[src/rtl/spireg_pkg.sv]
package spireg_pkg;
   localparam int INSTR_BITS = 16;
   localparam int ADDR_W     = 13;
   localparam logic [1:0] LEN_STREAM = 2'b11;

   typedef enum logic [1:0] {
      PH_INSTR = 2'd0,
      PH_DATA  = 2'd1,
      PH_DONE  = 2'd2
   } phase_e;
endpackage

[src/rtl/spireg_sync.sv]
module spireg_sync #(
   parameter int   STAGES    = 2,
   parameter logic RESET_VAL = 1'b0
) (
   input  logic clk,
   input  logic rst_n,
   input  logic d,
   output logic q
);
   logic [STAGES-1:0] chain;

   generate
      if (STAGES < 2) begin : g_bad
         $error("spireg_sync: STAGES must be at least 2");
      end
   endgenerate

   always_ff @(posedge clk or negedge rst_n) begin
      if (!rst_n) chain <= {STAGES{RESET_VAL}};
      else        chain <= {chain[STAGES-2:0], d};
   end

   assign q = chain[STAGES-1];
endmodule

[src/rtl/spireg_engine.sv]
module spireg_engine
   import spireg_pkg::*;
(
   input  logic              clk,
   input  logic              rst_n,
   input  logic              cs_n,
   input  logic              rise,
   input  logic              fall,
   input  logic              din,
   input  logic [7:0]        rd_byte,
   output logic [ADDR_W-1:0] addr,
   output logic              wr_en,
   output logic [ADDR_W-1:0] wr_addr,
   output logic [7:0]        wr_byte,
   output logic              drive,
   output logic              dout,
   output phase_e            phase
);
   localparam int CNT_W = $clog2(INSTR_BITS) + 1;

   logic [INSTR_BITS-1:0] rx_sh;
   logic [CNT_W-1:0]      bit_cnt;
   logic                  rw;
   logic [1:0]            len;
   logic [1:0]            bytes_done;
   logic [7:0]            tx_sh;

   always_ff @(posedge clk or negedge rst_n) begin
      if (!rst_n) begin
         phase      <= PH_INSTR;
         rx_sh      <= '0;
         bit_cnt    <= '0;
         rw         <= 1'b0;
         len        <= '0;
         bytes_done <= '0;
         addr       <= '0;
         tx_sh      <= '0;
         drive      <= 1'b0;
         dout       <= 1'b0;
         wr_en      <= 1'b0;
         wr_addr    <= '0;
         wr_byte    <= '0;
      end else if (cs_n) begin
         phase   <= PH_INSTR;
         bit_cnt <= '0;
         rx_sh   <= '0;
         drive   <= 1'b0;
         wr_en   <= 1'b0;
      end else begin
         wr_en <= 1'b0;
         if (rise) begin
            rx_sh <= {rx_sh[INSTR_BITS-2:0], din};
            unique case (phase)
               PH_INSTR: begin
                  if (bit_cnt == CNT_W'(INSTR_BITS - 1)) begin
                     rw         <= rx_sh[INSTR_BITS-2];
                     len        <= rx_sh[INSTR_BITS-3:INSTR_BITS-4];
                     addr       <= {rx_sh[ADDR_W-2:0], din};
                     phase      <= PH_DATA;
                     bit_cnt    <= '0;
                     bytes_done <= '0;
                  end else begin
                     bit_cnt <= bit_cnt + 1'b1;
                  end
               end
               PH_DATA: begin
                  if (bit_cnt == CNT_W'(7)) begin
                     bit_cnt <= '0;
                     addr    <= addr + 1'b1;
                     if (!rw) begin
                        wr_en   <= 1'b1;
                        wr_addr <= addr;
                        wr_byte <= {rx_sh[6:0], din};
                     end
                     if (len != LEN_STREAM && bytes_done == len) begin
                        phase <= PH_DONE;
                        drive <= 1'b0;
                     end else begin
                        bytes_done <= bytes_done + 1'b1;
                     end
                  end else begin
                     bit_cnt <= bit_cnt + 1'b1;
                  end
               end
               default: ;
            endcase
         end else if (fall && phase == PH_DATA && rw) begin
            drive <= 1'b1;
            if (bit_cnt == '0) begin
               dout  <= rd_byte[7];
               tx_sh <= {rd_byte[6:0], 1'b0};
            end else begin
               dout  <= tx_sh[7];
               tx_sh <= {tx_sh[6:0], 1'b0};
            end
         end
      end
   end
endmodule

[src/rtl/spireg_bank.sv]
module spireg_bank
   import spireg_pkg::*;
#(
   parameter int NUM_REGS = 8
) (
   input  logic                  clk,
   input  logic                  rst_n,
   input  logic                  wr_en,
   input  logic [ADDR_W-1:0]     wr_addr,
   input  logic [7:0]            wr_byte,
   input  logic [ADDR_W-1:0]     rd_addr,
   output logic [7:0]            rd_byte,
   output logic [NUM_REGS*8-1:0] regs_flat
);
   logic [7:0] regs [NUM_REGS];

   generate
      for (genvar i = 0; i < NUM_REGS; i++) begin : g_reg
         always_ff @(posedge clk or negedge rst_n) begin
            if (!rst_n)
               regs[i] <= 8'h00;
            else if (wr_en && wr_addr == ADDR_W'(i))
               regs[i] <= wr_byte;
         end
         assign regs_flat[i*8 +: 8] = regs[i];
      end
   endgenerate

   always_comb begin
      rd_byte = 8'h00;
      for (int i = 0; i < NUM_REGS; i++)
         if (rd_addr == ADDR_W'(i)) rd_byte = regs[i];
   end
endmodule

[src/rtl/spireg_slave.sv]
module spireg_slave
   import spireg_pkg::*;
#(
   parameter int NUM_REGS    = 8,
   parameter int SYNC_STAGES = 2
) (
   input  logic                  clk,
   input  logic                  rst_n,
   input  logic                  sclk,
   input  logic                  csb,
   input  logic                  sdio_in,
   output logic                  sdio_out,
   output logic                  sdio_oe,
   output logic                  sdo_out,
   output logic                  sdo_oe,
   output logic [NUM_REGS*8-1:0] cfg_regs
);
   localparam int MODE_BIT = 7;

   generate
      if (NUM_REGS < 1 || NUM_REGS > 256) begin : g_bad_regs
         $error("spireg_slave: NUM_REGS out of range 1..256");
      end
      if (SYNC_STAGES < 2) begin : g_bad_sync
         $error("spireg_slave: SYNC_STAGES must be at least 2");
      end
   endgenerate

   logic sclk_s, csb_s, sdio_s, sclk_d;
   logic sclk_rise, sclk_fall;
   logic [ADDR_W-1:0] cur_addr, wr_addr;
   logic [7:0] rd_byte, wr_byte;
   logic wr_en, drive, dout, four_wire;
   phase_e phase_w;

   spireg_sync #(.STAGES(SYNC_STAGES), .RESET_VAL(1'b0)) u_sync_sclk
      (.clk(clk), .rst_n(rst_n), .d(sclk), .q(sclk_s));
   spireg_sync #(.STAGES(SYNC_STAGES), .RESET_VAL(1'b1)) u_sync_csb
      (.clk(clk), .rst_n(rst_n), .d(csb), .q(csb_s));
   spireg_sync #(.STAGES(SYNC_STAGES), .RESET_VAL(1'b0)) u_sync_sdio
      (.clk(clk), .rst_n(rst_n), .d(sdio_in), .q(sdio_s));

   always_ff @(posedge clk or negedge rst_n) begin
      if (!rst_n) sclk_d <= 1'b0;
      else        sclk_d <= sclk_s;
   end

   assign sclk_rise = sclk_s & ~sclk_d;
   assign sclk_fall = ~sclk_s & sclk_d;

   spireg_engine u_engine (
      .clk(clk), .rst_n(rst_n), .cs_n(csb_s), .rise(sclk_rise),
      .fall(sclk_fall), .din(sdio_s), .rd_byte(rd_byte), .addr(cur_addr),
      .wr_en(wr_en), .wr_addr(wr_addr), .wr_byte(wr_byte),
      .drive(drive), .dout(dout), .phase(phase_w)
   );

   spireg_bank #(.NUM_REGS(NUM_REGS)) u_bank (
      .clk(clk), .rst_n(rst_n), .wr_en(wr_en), .wr_addr(wr_addr),
      .wr_byte(wr_byte), .rd_addr(cur_addr), .rd_byte(rd_byte),
      .regs_flat(cfg_regs)
   );

   assign four_wire = cfg_regs[MODE_BIT];
   assign sdio_out  = dout;
   assign sdo_out   = dout;
   assign sdio_oe   = drive & ~four_wire;
   assign sdo_oe    = drive & four_wire;
endmodule

[config.mk]
export PLATFORM = sky130hd
export DESIGN_NAME = spireg_slave
export DESIGN_NICKNAME = d
export VERILOG_FILES = /design/src/rtl/spireg_pkg.sv /design/src/rtl/spireg_sync.sv /design/src/rtl/spireg_engine.sv /design/src/rtl/spireg_bank.sv /design/src/rtl/spireg_slave.sv
export SDC_FILE = /design/constraint.sdc
export NUM_CORES = 1
export LEC_CHECK = 0
export BUFFER_PORTS_ARGS = -buffer_cell sky130_fd_sc_hd__buf_2
export CORE_UTILIZATION = 39
export CTS_CLUSTER_DIAMETER = 30
export CTS_CLUSTER_SIZE = 24
export DETAILED_ROUTE_END_ITERATION = 8
export MAX_ROUTING_LAYER = met4
export SETUP_SLACK_MARGIN = 0.4
export SYNTH_ARGS = -nofsm -noshare
export SYNTH_HDL_FRONTEND = slang
export SYNTH_SLANG_ARGS = --single-unit
[constraint.sdc]
create_clock -name clk -period 3.2 [get_ports clk]
set_input_delay 0.64 -clock clk [delete_from_list [all_inputs] [get_ports clk]]
set_output_delay 0.64 -clock clk [all_outputs]
set_load 0.02 [all_outputs]
==> impl_summary.md, run 1 <==
Die
The core region is approximately 17,000 um2. The initial core utilization is between 30% and 40%. The floorplan row count is between 40 and 50.

between 70 and 80 I/O pins were placed. The area enclosed by the die boundary is about 18,000 um2. The die is between 100 and 150 um tall.

The x dimension of the die is between 100 and 150 um.

Pwr
The maximum vdd ir drop is between 300 and 400 uV. The static leakage is approximately 3.8 nW. Total power for the finished layout comes to 3.93 mW. For this design the ratio of total power to cell area is 490 nW/um2.

Global routing
The first global-routing pass estimated about 30,000 um of wire. The maximum number of pins on one net before global-route repair is 64. The overall fraction of global-route tracks in use is between 20 and 25%.

The number of global-route vias before repair is between 5,000 and 6,000. The initial antenna violation count is 0. Global routing finished with a remaining overflow of 0.

STA
The count of final max-slew check failures is 0. Setup repair after global routing left no endpoint under its margin. Adding up every negative setup slack in the final design gives 0 ps. The setup clock skew after layout is ~9.9 ps. The number of endpoints failing setup at the final stage is 0. Headroom to the max-slew limit came out at between 20 and 30%. The count of final hold-check violations is 0. The maximum clock frequency is between 300 and 400 MHz. The worst path needs roughly 2600 ps of the cycle, external delays included.

After layout, the worst path uses 80.5% of the clock period. The final worst-path setup slack is 625 ps. At the pin with the least slew margin, the transition time is approximately 1100 ps. Final hold analysis gives a worst-case slack of roughly 170 ps.

Drt
The first detailed-routing pass ran for 7 iterations. After detailed routing, the total wire length is between 15,000 and 20,000 um. The iteration-0 DRC count of the detailed router is 459.

The vias after detailed routing is 5,273. The number of remaining DRC errors is 0. Dividing the detail-routed wire length by the instance count gives around 20 um.

The per-cell via count in the routed design is approximately 5.7. The remaining number of nets flagged by the antenna check after routing is 0.

Clock network
The cell at the root of the clock tree is clkbuf_16. The number of hold buffers added after CTS was 0. The H-tree depth is 4. The post-cts repair resize count is 0. Clock latency on the worst-skew pair, taken at its later pin, is 420 ps. The clock drives ~140 sinks. The maximum clock path buffer count is 2.

The clock transition at the registers of the reported paths is ~60 ps. Buffers added to address setup during post-CTS repair amount to 0. The number of CTS-inserted buffers is 17.

The CTS tree is built.

Yosys
After synthesis the cells add up to between 6000 and 7000 um2. The parity-gate share of the synthesized area counting xor and xnor cells is less than 1%. Of the post-synthesis cell area, the part taken by muxes is between 10 and 15%. The total of warnings raised by yosys is 0. The fraction of the mapped netlist area in simple logic gates is between 10% and 20%. The share of the synthesized area in compound gates (AO/OA/AOI/OAI) is 14.5%. In this run, distinct cell masters in the synthesized netlist total between 60 and 70. The number of enable flip-flop cells after synthesis is 0. The area share of fa/ha/maj cells after synthesis is ~1.5%. The most used flip-flop cell after synthesis is dfrtp_1. By area the synthesized netlist is led by dfrtp_1 (51%), mux2_2 (11%), nand2_1 (4.7%), a21oi_1 (3.8%), mux2_4 (3.3%). The cell count after synthesis came out at approximately 630. The cell type with the highest aggregate area in the netlist is dfrtp_1. The part of the Yosys area used for sequential elements is a little over half. The number of nets produced by synthesis is 641. The proportion of register bits with asynchronous set or reset after synthesis is 100%. In this run, synthesis produced a sequential element count of between 100 and 150. After synthesis, the largest area contributor takes up roughly half of total cell area.

Each instance of the synthesized netlist takes up on average approximately 11 um2. The dominant combinational cell family by area after synthesis is compound AO/OA/AOI/OAI gates.

Critical path
The category of the critical setup timing path is reg -> reg. The data arrival time of the critical path is roughly 2900 ps. The critical-path maximum fanout is 33.

At the worst endpoint, the required time is roughly 3500 ps. The worst setup path is launched from a flip-flop. The worst setup path is captured at a flip-flop.

Placement
In this run the cell area measured after placement is 7400 um2. The congestion estimate from routability-driven global placement came to between 0.8 and 0.9. Input and output buffers added on the ports amount to 72. Before CTS, the worst setup slack after placement is approximately 620 ps.

The HPWL after detailed placement is ~13,000 um. The number of placed instances with taps included is 899.

Cells and area
The number of inserted filler cells in the final layout is roughly 1,600. The number of antenna repair diodes is 0. With fillers left out, the area of the finished cells amounts to approximately 8000 um2. The number of standard cells in the final layout excluding fillers is slightly above 900. The final cell utilization of the core is between 40% and 50%. The share of final-layout standard cells stronger than drive strength 1 is ~30%. The area added between synthesis and finish is 17.2%. The leading cell type in the layout, fill and taps excluded is dfrtp_1. After the last flow step, the layout net total stands at between 700 and 800. The library cells used most frequently in the layout, excluding fill and tap cells, are dfrtp_1 (140), nand2_1 (85), buf_2 (71), mux2_2 (66), a21oi_1 (52).

Flow run
The total of max-cap violations is 0.

Min path
The path class of the lowest-slack min-delay path is in -> async.

Outcome
The flow ran to the end, and the final reports show no timing, DRC or antenna violations.
[worst max-delay path, stage by stage, from the launching register on]
cell,delay (ps)
dfrtp_1,420
inv_1,150
ha_1,910
a221oi_1,220
a311oi_1,460
o211ai_1,140
o311a_1,150
[layout make-up]
cell class,instances,area [um2],area share [%]
clock buffer,20,447,5.57
sequential,142,3560,44.4
timing repair buffer,83,462,5.76
inverter,24,90.1,1.12
clock inverter,12,161,2.01
multi-input combinational,425,3020,37.6
tap,225,282,3.51
[power breakdown]
| group | internal (mW) | total (mW) | switching, mW |
|---|---|---|---|
| combinational | 0.0194 | 0.0801 | 0.0607 |
| sequential | 1.80 | 1.82 | 0.0114 |
| clock | 1.25 | 2.03 | 0.780 |
[per-layer routing]
| layer | global-route usage (%) | part of all wire [%] | up-vias | routed length [um] |
|---|---|---|---|---|
| li1 | - | - | 2417 | - |
| met1 | 27.6 | 43 | 2631 | 7950 |
| met2 | 35.7 | 49 | 188 | 8920 |
| met3 | 4.16 | 4.7 | 37 | 871 |
| met4 | 10.1 | 3.3 | 0 | 602 |
| met5 | - | 0 | - | 0 |
[worst paths after layout]
kind                                       from                    to  slack, ps  cells past startpoint
max reg2reg                    u_engine.addr[0]     u_engine.tx_sh[6]        620                      6
min reg2reg                u_sync_sclk.chain[0]  u_sync_sclk.chain[1]        350                      0
max in group asynchronous                 rst_n   u_sync_csb.chain[0]       2220                      2
min in group clk                            csb   u_sync_csb.chain[0]        310                      1
max                            u_engine.addr[0]     u_engine.tx_sh[6]        620                      6
min                                       rst_n  u_bank.regs_flat[17]        170                      1
[synthesized netlist by cell type (2+ instances only)]
cell,instances
or4_1,5
o22ai_1,7
o31ai_1,6
nand3_1,15
nor2_2,2
and3_1,3
nand4_1,2
dfrtp_1,140
o21ai_0,30
a21oi_1,52
a2bb2oi_1,3
mux2_2,66
o2111ai_1,3
a211o_1,2
o211ai_1,2
nand2b_1,7
nand2_1,85
nor2_1,20
o311a_1,5
nor3_2,2
a31oi_1,2
and2_1,2
ha_1,8
nand3b_1,6
nor2b_1,12
buf_4,2
inv_1,24
a221o_1,4
o32ai_1,3
nor3_1,6
mux2_4,15
a21boi_0,2
clkbuf_1,29
buf_6,2
buf_2,2
a211oi_1,5
or3_1,4
a32oi_1,2
o221ai_1,4
dfstp_2,2
a221oi_1,12
[sequential cells by signal (all words and copies together), names as in the netlist]
signal,count
sclk_d,1
u_bank.regs_flat,64
u_engine.addr,13
u_engine.bit_cnt,5
u_engine.bytes_done,2
u_engine.dout,1
u_engine.drive,1
u_engine.len,2
u_engine.phase,2
u_engine.rw,1
u_engine.rx_sh,15
u_engine.tx_sh,7
u_engine.wr_addr,13
u_engine.wr_byte,8
u_engine.wr_en,1
u_sync_csb.chain,2
u_sync_sclk.chain,2
u_sync_sdio.chain,2
[kinds of logic after synthesis]
family / after synthesis
and+or+nand+nor: 182
AOI/OAI and AO/OA: 152
DFF: 142
muxes: 82
buffers and inverters: 61
adders and majority gates: 8
xor gates and xnor gates: 1
Note: power is estimated with default switching activity, not from simulation.
==> inputs of run 2 (changes only) <==
clock period = 2.55 ns   (was 3.2 ns; I/O delays follow)
==> impl_summary.md, run 2 (synthesis gave the netlist of run 1 again) <==
Outcome
Status: finished, final reports clean (unchanged).

STA
The count of final hold-check violations is 0 (unchanged). The count of final max-slew check failures was 0 (unchanged). The relative slew slack came to 58.9% (was 26.8%).

The final critical delay including setup and external delays was 2110 ps (was 2580 ps). The final worst-path setup slack is 440 ps (was 625 ps). The worst hold-check slack is 67.2 ps (was 169 ps). The slew at the pin with the worst max-slew slack was 616 ps (was 1100 ps). The maximum clock frequency is 474 MHz (was 388 MHz). The setup clock skew after layout came to 9.84 ps (was 9.89 ps). The period utilization was 82.7% (was 80.5%).

The sum of negative setup slack came to 0 ps (unchanged). The number of endpoints failing setup at the final stage is 0 (unchanged). RSZ-0062 raised after global routing: true (was false).

Pwr
The maximum vdd ir drop is 487 uV (was 372 uV). The sequential power share was 45.3% (was 46.2%). The net switching power is 1.12 mW (was 852 uW). The proportion of power drawn by the clock network is 52.5% (was 51.7%). The ratio of total power to cell area is 606 nW/um2 (was 490 nW/um2).

The combinational share of power is 2.2% (was 2.0%). The internal power summed over all cells came to 3.91 mW (was 3.08 mW). The static leakage was 3.97 nW (was 3.81 nW). The total power consumption of the routed design is 5.02 mW (was 3.93 mW). The switching power share of the total is 22.3% (was 21.7%).

Critical path
The kind of cell with the highest combined delay on the critical path is simple AND/OR/NAND/NOR gates (was compound AO/OA/AOI/OAI gates). The maximum cell stage delay along the critical path is 590 ps (was 910 ps). The cell with the largest stage delay on the worst path was or4_1 (was ha_1).

The category of the critical setup timing path is reg -> reg (unchanged). The critical path required time is 2850 ps (was 3500 ps). CP Cell Sequence: or4_1, nor3_4, buf_6, nand4_4, o31ai_1, a21oi_1 (was inv_1, ha_1, a221oi_1, a311oi_1, o211ai_1, o311a_1). The element type at the critical path end is a flip-flop (unchanged).

The critical-path maximum fanout was 9 (was 33). The type of element launching the critical path is a flip-flop (unchanged). The count of buffer and inverter cells on the critical path is 1 (unchanged). The data arrival time of the critical path is 2410 ps (was 2870 ps).

Cells and area
The number of nets in the layout is 729 (was 706). The area added between synthesis and finish is 21.3% (was 17.2%). The flip-flop count of the largest register, all copies and words added is 64 (unchanged). The area of the multi-input gates was 3080 um2 (was 3020 um2). The leading cell type in the layout, fill and taps excluded was dfrtp_1 (unchanged). The share of final-layout standard cells stronger than drive strength 1 is 33.5% (was 29.6%). The final cell utilization of the core is 48.3% (was 46.6%). The sequential standard cell area is 3560 um2 (about the same). The number of antenna repair diodes is 0 (unchanged). The number of inserted filler cells in the final layout is 1,591 (was 1,606). Commonest cells after routing, fill and taps aside: dfrtp_1 (138), nand2_1 (84), buf_2 (71), mux2_2 (66), a21oi_1 (52) (was dfrtp_1 (140), nand2_1 (85), buf_2 (71), mux2_2 (66), a21oi_1 (52)).

Clock network
The clock transition at the registers of the reported paths was 60 ps (about the same). The number of CTS-inserted buffers is 17 (unchanged). The hold-fix buffer count after cts was 0 (unchanged).

The maximum clock path buffer count is 2 (unchanged). The number of sinks handled by clock tree synthesis is 142 (unchanged). The H-tree depth is 4 (unchanged).

The clock network latency to the later pin of the worst-skew pair is 430 ps (was 420 ps). The cell at the root of the clock tree is clkbuf_16 (unchanged). The CTS tree is built (unchanged).

Die
The top-level port count is 73 (unchanged). The initial core utilization is 39.8% (unchanged). The die span in y is 134 um (unchanged).

The core box area is 17,200 um2 (unchanged). The x dimension of the die is 134 um (unchanged). The area enclosed by the die boundary is 18,100 um2 (unchanged). The floorplan row count is 48 (unchanged).

Drt
The number of search-and-repair iterations in the first detailed-routing pass is 5 (was 7). The iteration-0 DRC count of the detailed router is 437 (was 459). The vias after detailed routing came to 5,380 (was 5,273).

The number of remaining DRC errors was 0 (unchanged). The total wirelength of the detailed-routed design is 18,700 um (was 18,300 um). The remaining number of nets flagged by the antenna check after routing is 0 (unchanged). The routed wirelength normalized by instance count is 19.6 um (was 19.7 um). The per-cell via count in the routed design was 5.64 (was 5.66).

Global routing
The maximum number of pins on one net before global-route repair came to 66 (was 64). The total global routing overflow is 0 (unchanged). The first-pass GRT wire length was 30,100 um (was 29,700 um). The initial antenna violation count is 0 (unchanged). The number of global-route vias before repair was 5,609 (was 5,233). The overall fraction of global-route tracks in use is 22.5% (was 22.4%).

Placement
The number of port buffers is 72 (unchanged). The HPWL after detailed placement came to 13,100 um (was 12,900 um). The placer's final routability congestion estimate came to 0.953 (was 0.889). The worst setup timing slack at the placement stage was 168 ps (was 616 ps).

Min path
The path class of the lowest-slack min-delay path was in -> async (unchanged).

Flow run
The total of max-cap violations was 0 (unchanged).
==> run 2: worst register-to-register path, cell delays in order, from the launching register on <==
cell and delay [ps]:
dfrtp_1 430, or4_1 590, nor3_4 260, buf_6 180
nand4_4 180, o31ai_1 280, a21oi_1 60
==> run 2: through the flow <==
stage | instances | area (um2)
floorplan | 628 | 6830
global placement | 914 | 7510
detailed placement | 914 | 7510
CTS | 954 | 8230
global route | 954 | 8290
finish | 954 | 8290
==> run 2: final timing paths <==
check                                      from              endpoint  slack (ps)  cells past startpoint
max reg2reg                    u_engine.addr[7]         u_engine.dout         440                      6
max                            u_engine.addr[7]         u_engine.dout         440                      6
min in group clk                            csb   u_sync_csb.chain[0]         180                      1
min                                       rst_n  u_bank.regs_flat[11]          70                      1
min reg2reg                u_sync_sclk.chain[0]  u_sync_sclk.chain[1]         350                      0
max in group asynchronous                 rst_n   u_engine.wr_addr[5]        1720                      2
==> run 2: metal layers <==
| metal | global-route usage, % | vias to the layer above | part of all wire [%] |
|---|---|---|---|
| li1 | - | 2459 | - |
| met1 | 26.7 | 2674 | 42 |
| met5 | - | - | 0 |
| met2 | 36.3 | 195 | 49 |
| met4 | 11.5 | 0 | 4.1 |
| met3 | 4.31 | 52 | 5.1 |
==> run 2: power groups by stage <==
stage | sequential, mW | combinational (mW) | clock (mW)
finish | 2.28 | 0.109 | 2.64
global route | 2.28 | 0.124 | 2.78
CTS | 2.28 | 0.110 | 2.68
detailed placement | 2.32 | 0.106 | 0
global placement | 2.32 | 0.103 | 0
floorplan | 2.31 | 0.0394 | 0
==> run 2: layout make-up <==
class | instances | share of cell area, %
well taps | 225 | 3.40
repair buffers | 106 | 7.89
flip-flops and latches | 142 | 42.9
multi-input cells | 425 | 37.1
clock buffers | 19 | 5.46
inverters | 24 | 1.09
clock inverters | 13 | 2.13
==> run 2: timing repair <==
item / 4_1_cts / 5_1_grt
endpoints found under the hold margin: 0 / 0
pin swaps: 4 / 0
setup endpoints to repair: 64 / 72
setup buffers: 8 / 0
gates resized for setup: 7 / 13
